<file path="src/rtl/psr_pkg.sv">
package psr_pkg;
    localparam int NUM_FIELDS = 4;
    localparam int FLD_CTRL   = 0;
    localparam int FLD_EXT    = 1;
    localparam int FLD_STAT   = 2;
    localparam int FLD_FLAG   = 3;

    typedef enum logic {
        LVL_PRIV = 1'b0,
        LVL_USER = 1'b1
    } priv_lvl_t;
endpackage

</file>
<file path="src/rtl/psr_field_gate.sv">
module psr_field_gate
    import psr_pkg::*;
#(
    parameter int                 MODE_W    = 5,
    parameter logic [MODE_W-1:0]  USER_MODE = 5'b10000
) (
    input  logic                  wr_en,
    input  logic [NUM_FIELDS-1:0] wr_mask,
    input  logic [MODE_W-1:0]     cur_mode,
    output logic [NUM_FIELDS-1:0] byte_en,
    output logic                  blocked
);
    localparam logic [NUM_FIELDS-1:0] USER_OK = NUM_FIELDS'(1) << FLD_FLAG;

    priv_lvl_t lvl;

    always_comb begin
        lvl = (cur_mode == USER_MODE) ? LVL_USER : LVL_PRIV;
    end

    always_comb begin
        byte_en = '0;
        blocked = 1'b0;
        if (wr_en) begin
            unique case (lvl)
                LVL_PRIV: begin
                    byte_en = wr_mask;
                end
                LVL_USER: begin
                    byte_en = wr_mask & USER_OK;
                    blocked = |(wr_mask & ~USER_OK);
                end
            endcase
        end
    end
endmodule

</file>
<file path="src/rtl/psr_byte_merge.sv">
module psr_byte_merge
    import psr_pkg::*;
#(
    parameter int FIELD_W = 8,
    parameter int NFLAG   = 4,
    localparam int DATA_W = NUM_FIELDS * FIELD_W
) (
    input  logic [DATA_W-1:0]     cur,
    input  logic [DATA_W-1:0]     src,
    input  logic [NUM_FIELDS-1:0] byte_en,
    input  logic                  alu_we,
    input  logic [NFLAG-1:0]      alu_flags,
    output logic [DATA_W-1:0]     nxt
);
    for (genvar g = 0; g < NUM_FIELDS; g++) begin : g_lane
        logic [FIELD_W-1:0] cur_b;
        logic [FIELD_W-1:0] src_b;
        assign cur_b = cur[g*FIELD_W +: FIELD_W];
        assign src_b = src[g*FIELD_W +: FIELD_W];
        if (g == FLD_FLAG) begin : g_flag
            always_comb begin
                if (byte_en[g])
                    nxt[g*FIELD_W +: FIELD_W] = src_b;
                else if (alu_we)
                    nxt[g*FIELD_W +: FIELD_W] = {alu_flags, cur_b[FIELD_W-NFLAG-1:0]};
                else
                    nxt[g*FIELD_W +: FIELD_W] = cur_b;
            end
        end else begin : g_plain
            assign nxt[g*FIELD_W +: FIELD_W] = byte_en[g] ? src_b : cur_b;
        end
    end
endmodule

</file>
<file path="src/rtl/psr_reg.sv">
module psr_reg
    import psr_pkg::*;
#(
    parameter int                FIELD_W    = 8,
    parameter int                NFLAG      = 4,
    parameter int                MODE_W     = 5,
    parameter logic [MODE_W-1:0] USER_MODE  = 5'b10000,
    parameter logic [MODE_W-1:0] RESET_MODE = 5'b10011,
    parameter int                IRQ_BIT    = 7,
    parameter int                FIQ_BIT    = 6
) (
    input  logic                           clk,
    input  logic                           rst_n,
    input  logic                           wr_en,
    input  logic [3:0]                     wr_mask,
    input  logic                           wr_src_imm,
    input  logic [4*FIELD_W-1:0]           wr_reg_data,
    input  logic [4*FIELD_W-1:0]           wr_imm_data,
    input  logic                           alu_flag_we,
    input  logic [NFLAG-1:0]               alu_flags,
    output logic [4*FIELD_W-1:0]           rd_data,
    output logic                           irq_off,
    output logic [MODE_W-1:0]              mode,
    output logic                           wr_ignored
);
    localparam int DATA_W = NUM_FIELDS * FIELD_W;
    localparam logic [DATA_W-1:0] RESET_VAL = (DATA_W'(1) << IRQ_BIT)
                                            | (DATA_W'(1) << FIQ_BIT)
                                            | DATA_W'(RESET_MODE);

    logic [DATA_W-1:0]     psr_q;
    logic [DATA_W-1:0]     psr_d;
    logic [DATA_W-1:0]     src_data;
    logic [NUM_FIELDS-1:0] byte_en;
    logic                  blocked;
    logic                  ign_q;

    assign src_data = wr_src_imm ? wr_imm_data : wr_reg_data;

    psr_field_gate #(
        .MODE_W    (MODE_W),
        .USER_MODE (USER_MODE)
    ) u_gate (
        .wr_en    (wr_en),
        .wr_mask  (wr_mask),
        .cur_mode (psr_q[MODE_W-1:0]),
        .byte_en  (byte_en),
        .blocked  (blocked)
    );

    psr_byte_merge #(
        .FIELD_W (FIELD_W),
        .NFLAG   (NFLAG)
    ) u_merge (
        .cur       (psr_q),
        .src       (src_data),
        .byte_en   (byte_en),
        .alu_we    (alu_flag_we),
        .alu_flags (alu_flags),
        .nxt       (psr_d)
    );

    always_ff @(posedge clk) begin
        if (!rst_n) begin
            psr_q <= RESET_VAL;
            ign_q <= 1'b0;
        end else begin
            psr_q <= psr_d;
            ign_q <= blocked;
        end
    end

    always_comb begin
        rd_data    = psr_q;
        irq_off    = psr_q[IRQ_BIT];
        mode       = psr_q[MODE_W-1:0];
        wr_ignored = ign_q;
    end
endmodule

</file>
<file path="config.mk">
export PLATFORM = sky130hd
export DESIGN_NAME = psr_reg
export DESIGN_NICKNAME = d
export VERILOG_FILES = /design/src/rtl/psr_pkg.sv /design/src/rtl/psr_field_gate.sv /design/src/rtl/psr_byte_merge.sv /design/src/rtl/psr_reg.sv
export SDC_FILE = /design/constraint.sdc
export NUM_CORES = 1
export LEC_CHECK = 0
export BUFFER_PORTS_ARGS = -buffer_cell sky130_fd_sc_hd__buf_2
export CAP_MARGIN = 10
export CORE_MARGIN = 2
export CORE_UTILIZATION = 44
export CTS_CLUSTER_SIZE = 30
export DETAILED_ROUTE_END_ITERATION = 16
export GPL_ROUTABILITY_DRIVEN = 0
export HOLD_SLACK_MARGIN = 0.15
export PLACE_DENSITY = 0.8
export SETUP_SLACK_MARGIN = 0.4
export SLEW_MARGIN = 10
export SYNTH_ARGS = -nofsm -noshare
export SYNTH_HDL_FRONTEND = slang
export SYNTH_HIERARCHICAL = 1
export SYNTH_SLANG_ARGS = --single-unit
</file>
<file path="constraint.sdc">
create_clock -name clk -period 1.75 [get_ports clk]
set_input_delay 0.175 -clock clk [delete_from_list [all_inputs] [get_ports clk]]
set_output_delay 0.175 -clock clk [all_outputs]
set_load 0.01 [all_outputs]
</file>
; After elaboration in Yosys (flattened, before gate mapping)
; Index checks and enable logic that the tools add are counted.
[classes]
eq_ne = 1
n_mux = 6
bitwise = 1
n_reduce_logical = 3
[ops]
columns = cell, n
row1 = 32-bit 2-to-1 mux, 1
row2 = 8-bit 2-to-1 mux, 2
row3 = 4-bit case mux with 2 select lines, 1
row4 = "5-bit equality test, second input constant", 1
row5 = 4-bit 2-to-1 mux, 1
row6 = 3-bit AND reduction, 1
row7 = 3-bit OR reduction, 1
row8 = 2-bit nonzero test, 1
row9 = 1-bit 2-to-1 mux, 1
row10 = 1-bit inverter, 1
[word_totals]
ff_bits = 33
out_inout_bits = 39

; Logic depth before layout (Yosys ltp)
[logic_depth]
depth_word = 6
depth_mapped = 6
depth_no_buf = 4

; By module
; The synthesis kept the hierarchy.
[modules_own_cells]
columns = module, n_inst, cells_per_inst, area_per_inst_um2, seq_area_each_um2
row1 = psr_reg, 1, 111, 1468.9, 660.6
row2 = psr_byte_merge, 1, 45, 450.4, 0.0
row3 = psr_field_gate, 1, 11, 77.6, 0.0

; Worst setup path after synthesis
; No wires, ideal clock.
[synth_timing]
path_kind = flip-flop to flip-flop
startpoint = register psr_q[1] (netlist: rd_data[1])
endpoint = register psr_q[10] (netlist: rd_data[10])
arrival_time_ns = 1.326
required_ns = 1.635
slack_ns = 0.309
path_stages_with_launch = 6
synth_period_minus_slack_ns = 1.441
cell_sequence = dfxtp_1 nor4b_4 a21oi_1 buf_6 mux2_2 and2_1
[synth_between]
elab_chain_len = 5
[synth_rtl]
columns = element, line_no
row1 = start: declaration, psr_reg.sv:31  ; logic [DATA_W-1:0] psr_q;
row2 = start signal: assignment, psr_reg.sv:68  ; psr_q <= psr_d;
row3 = 5-bit equality test (*), psr_field_gate.sv:18  ; lvl = (cur_mode == USER_MODE) ? LVL_USER : LVL_PRIV;
row4 = 1-bit 2-to-1 mux (*), psr_field_gate.sv:18
row5 = 1-bit inverter, psr_field_gate.sv:25  ; unique case (lvl)
row6 = 4-bit case mux with 2 select lines (*), psr_field_gate.sv:25
row7 = 4-bit 2-to-1 mux (*), psr_field_gate.sv:24  ; if (wr_en) begin
row8 = net byte_en[1], psr_reg.sv:34  ; logic [NUM_FIELDS-1:0] byte_en;
; The timed path passes the listed nets; every way through them passes the cells marked *. The select of a mux whose other input is x is not followed.
; A chain may end at the register's enable or synchronous reset.

; Final worst setup path
[layout_timing]
startpoint = register psr_q[3] (netlist: rd_data[3])
endpoint = register psr_q[17] (netlist: rd_data[17])
; The elaborated chain is that of the path after synthesis.

==> results.txt <==
Synth area leader - dfxtp_1
Mapped Nets - 244
Crit end category - flop
Total gr overflow - 0
Initial antenna violation count - 0
Drt wl/cell - 12.3 um
CTS tree - done
Met3 usage - 5.06%
Residual DRC - 0
Clock Latency Late Sink - 270 ps
Met2 Use GR - 29.0%
Post-synthesis sequential area ratio - 33.1%
Post-DP HPWL - 3170 um
Full die area - 5090 um^2
H-tree Lvls - 2
Cts hold-fix bufs - 0
1st-pass router iterations - 4
Crit start category - flop
Part of the power in combinational logic - 22.7%
Worst-path cell chain - nor4b_4, buf_6, a21oi_4, buf_12, mux2_2, and2_4
Clk pwr share - 36.2%
GR Util met1 - 16.8%
FP Rows - 24
Hold slack final - 290 ps
Total CTS buffers - 5
Ant diodes - 0
Int Power - 1.54 mW
LEAKAGE - 1.42 nW
Share of cells above drive strength 1 - 71.8%
Share of power burned in registers - 41.1%
Drt initial violations - 42
Root buffer cell - clkbuf_8
Top Family by Delay on Critical Path - simple AND/OR/NAND/NOR gates
Worst path max stage delay - 350 ps
WP buf/inv - 2
Gr busiest metal - met2
Skew final - 4.68 ps
Sw frac - 22.1%
Vias in the first global route - 1511
Post-layout instance area - 2730 um^2
Largest net degree at the start of global routing - 34
Cell Pwr Density - 726 nW/um^2
IO Port Bufs - 115
Min Tclk post-route - 1540 ps
CTS Buffer Depth - 2
First-pass GRT wire length - 6450 um
Layout fillers - 390
Synth-to-Final Area Change - 36.8%
P_sw - 0.438 mW
Worst Path Arrival - 1710 ps
ANT nets after route - 0
Unique masters post-synth - 18
Critical-path maximum fanout - 8
Initial core utilization - 45.9%
Setup Viol. Count Final - 0
Max_cap viols - 0
Syn Std Cell Area - 2000 um^2
Final slew viol count - 0
Peak Freq - 648 MHz
Vias/cell - 4.64
Post-Syn Instances - 167
Die W - 71.4 um
Mean Syn Cell Area - 12.0 um^2
Routed WL - 4070 um
Post-synth EDFFs - 0
I/O Pins - 116
Worst Max-Slew Pin Slew - 486 ps
Post-synth top flop - dfxtp_1
Core ar. - 4350 um^2
CP Class - reg2reg
CTS Sinks - 33
Die H - 71.4 um
Total track usage - 15.7%
Synth warn - 6
Status - finished clean
Final Util - 62.7%
Post-synth top cells - 33 x dfxtp_1, 32 x mux2_4, 29 x and2_1
Via count - 1540
RSZ-0062 raised after global routing - true
Count leader, synth - dfxtp_1
Area after DPL - 2500 um^2
R2R Setup Slk - 210 ps
Final Hold Fails - 0
Max transition margin - 67.6%
Worst vdd ir - 425 uV
Worst hold path class - in2reg
Final period util - 88.2%
Largest cells by area after synthesis - dfxtp_1 33%, mux2_4 24%, mux2_2 16%
Critical Path RT - 1920 ps
Clock transition at path regs - 60 ps
Crit path max-delay cell type - dfxtp_4
Yosys reg bits - 33
Async set-reset flop share out of synthesis - 0%
Fin nets - 356
Synth top area share - 33.1%
-- cell families (layout without fill, tap and decap cells) --
logic type | Yosys count | in the layout | synth area share (%)
buf+inv | 19 | 132 | 9.27
flops | 33 | 33 | 33.1
mux | 64 | 64 | 41.9
compound gates | 7 | 7 | 1.75
simple gates | 44 | 44 | 14.0
-- per-stage QoR --
| step | setup TNS, ps | power (mW) | cells | setup slack [ps] |
|---|---|---|---|---|
| 3_3_place_gp | -26.5 | 1.25 | 320 | -4.67 |
| 3_5_place_dp | -267 | 1.26 | 320 | -32.7 |
| 6_report | 0 | 1.98 | 332 | 206 |
| 2_1_floorplan | 0 | 1.13 | 167 | 338 |
| 4_1_cts | 0 | 2.01 | 332 | 236 |
| 5_1_grt | 0 | 2.09 | 332 | 158 |
-- cells in the final DEF (no fill, tap or decap), drive strengths merged --
cell / Yosys / layout
o21ai: 4 / 4
nor3: 1 / 1
mux2: 60 / 60
mux2i: 4 / 4
nand2b: 5 / 5
a21oi: 3 / 3
inv: 1 / 1
nand2: 7 / 7
clkbuf: 3 / 7
bufinv: 0 / 1
dfxtp: 33 / 33
buf: 15 / 123
nor4b: 1 / 1
and4bb: 1 / 1
and2: 29 / 29
-- power groups by stage --
stage               combinational [mW]  clock (mW)  sequential (mW)
finish                           0.450       0.717            0.816
detailed placement               0.426           0            0.833
global placement                 0.416           0            0.831
CTS                              0.450       0.745            0.817
global route                     0.488       0.777            0.820
floorplan                        0.272           0            0.855
-- flip-flops by register name (all words and copies together), names as in the netlist --
name / cells
rd_data: 32
wr_ignored: 1
-- routing by layer --
layer,routed length (um),part of all wire (%),vias up
met2,2090,51,65
li1,-,-,786
met5,0,0,-
met1,1650,41,685
met3,294,7.2,4
met4,34,0.84,0
-- worst min-delay path: cells and delay by family --
kind / cells / cell delay [ps]
buffers and inverters: 1 / 80
and+or+nand+nor: 1 / 110
muxes: 1 / 50
AOI/OAI and AO/OA: 1 / 110
-- worst paths after layout --
path / cells after the start / to / startpoint
min: 4 / rd_data[29] / alu_flags[1]
max: 6 / rd_data[17] / rd_data[3]
min reg2reg: 2 / rd_data[6] / rd_data[6]
max reg2reg: 6 / rd_data[17] / rd_data[3]
-- final cells by class --
| cell class | count | area [um^2] | area share (%) |
|---|---|---|---|
| clock buffers | 7 | 86.3 | 3.16 |
| clock inverters | 1 | 30.0 | 1.10 |
| inverters | 1 | 3.75 | 0.137 |
| multi-input cells | 115 | 1200 | 44.0 |
| flip-flops and latches | 33 | 667 | 24.4 |
| well taps | 52 | 65.1 | 2.38 |
| repair buffers | 123 | 677 | 24.8 |
-- timing repair --
item / CTS / global route
setup endpoints to repair: 24 / 24
pin swaps: 2 / 1
cloned: 0 / 0
resized for setup: 10 / 5
hold endpoints to repair: 0 / 0
buffers inserted: 4 / 0
Power figures use the tool's default switching activity.
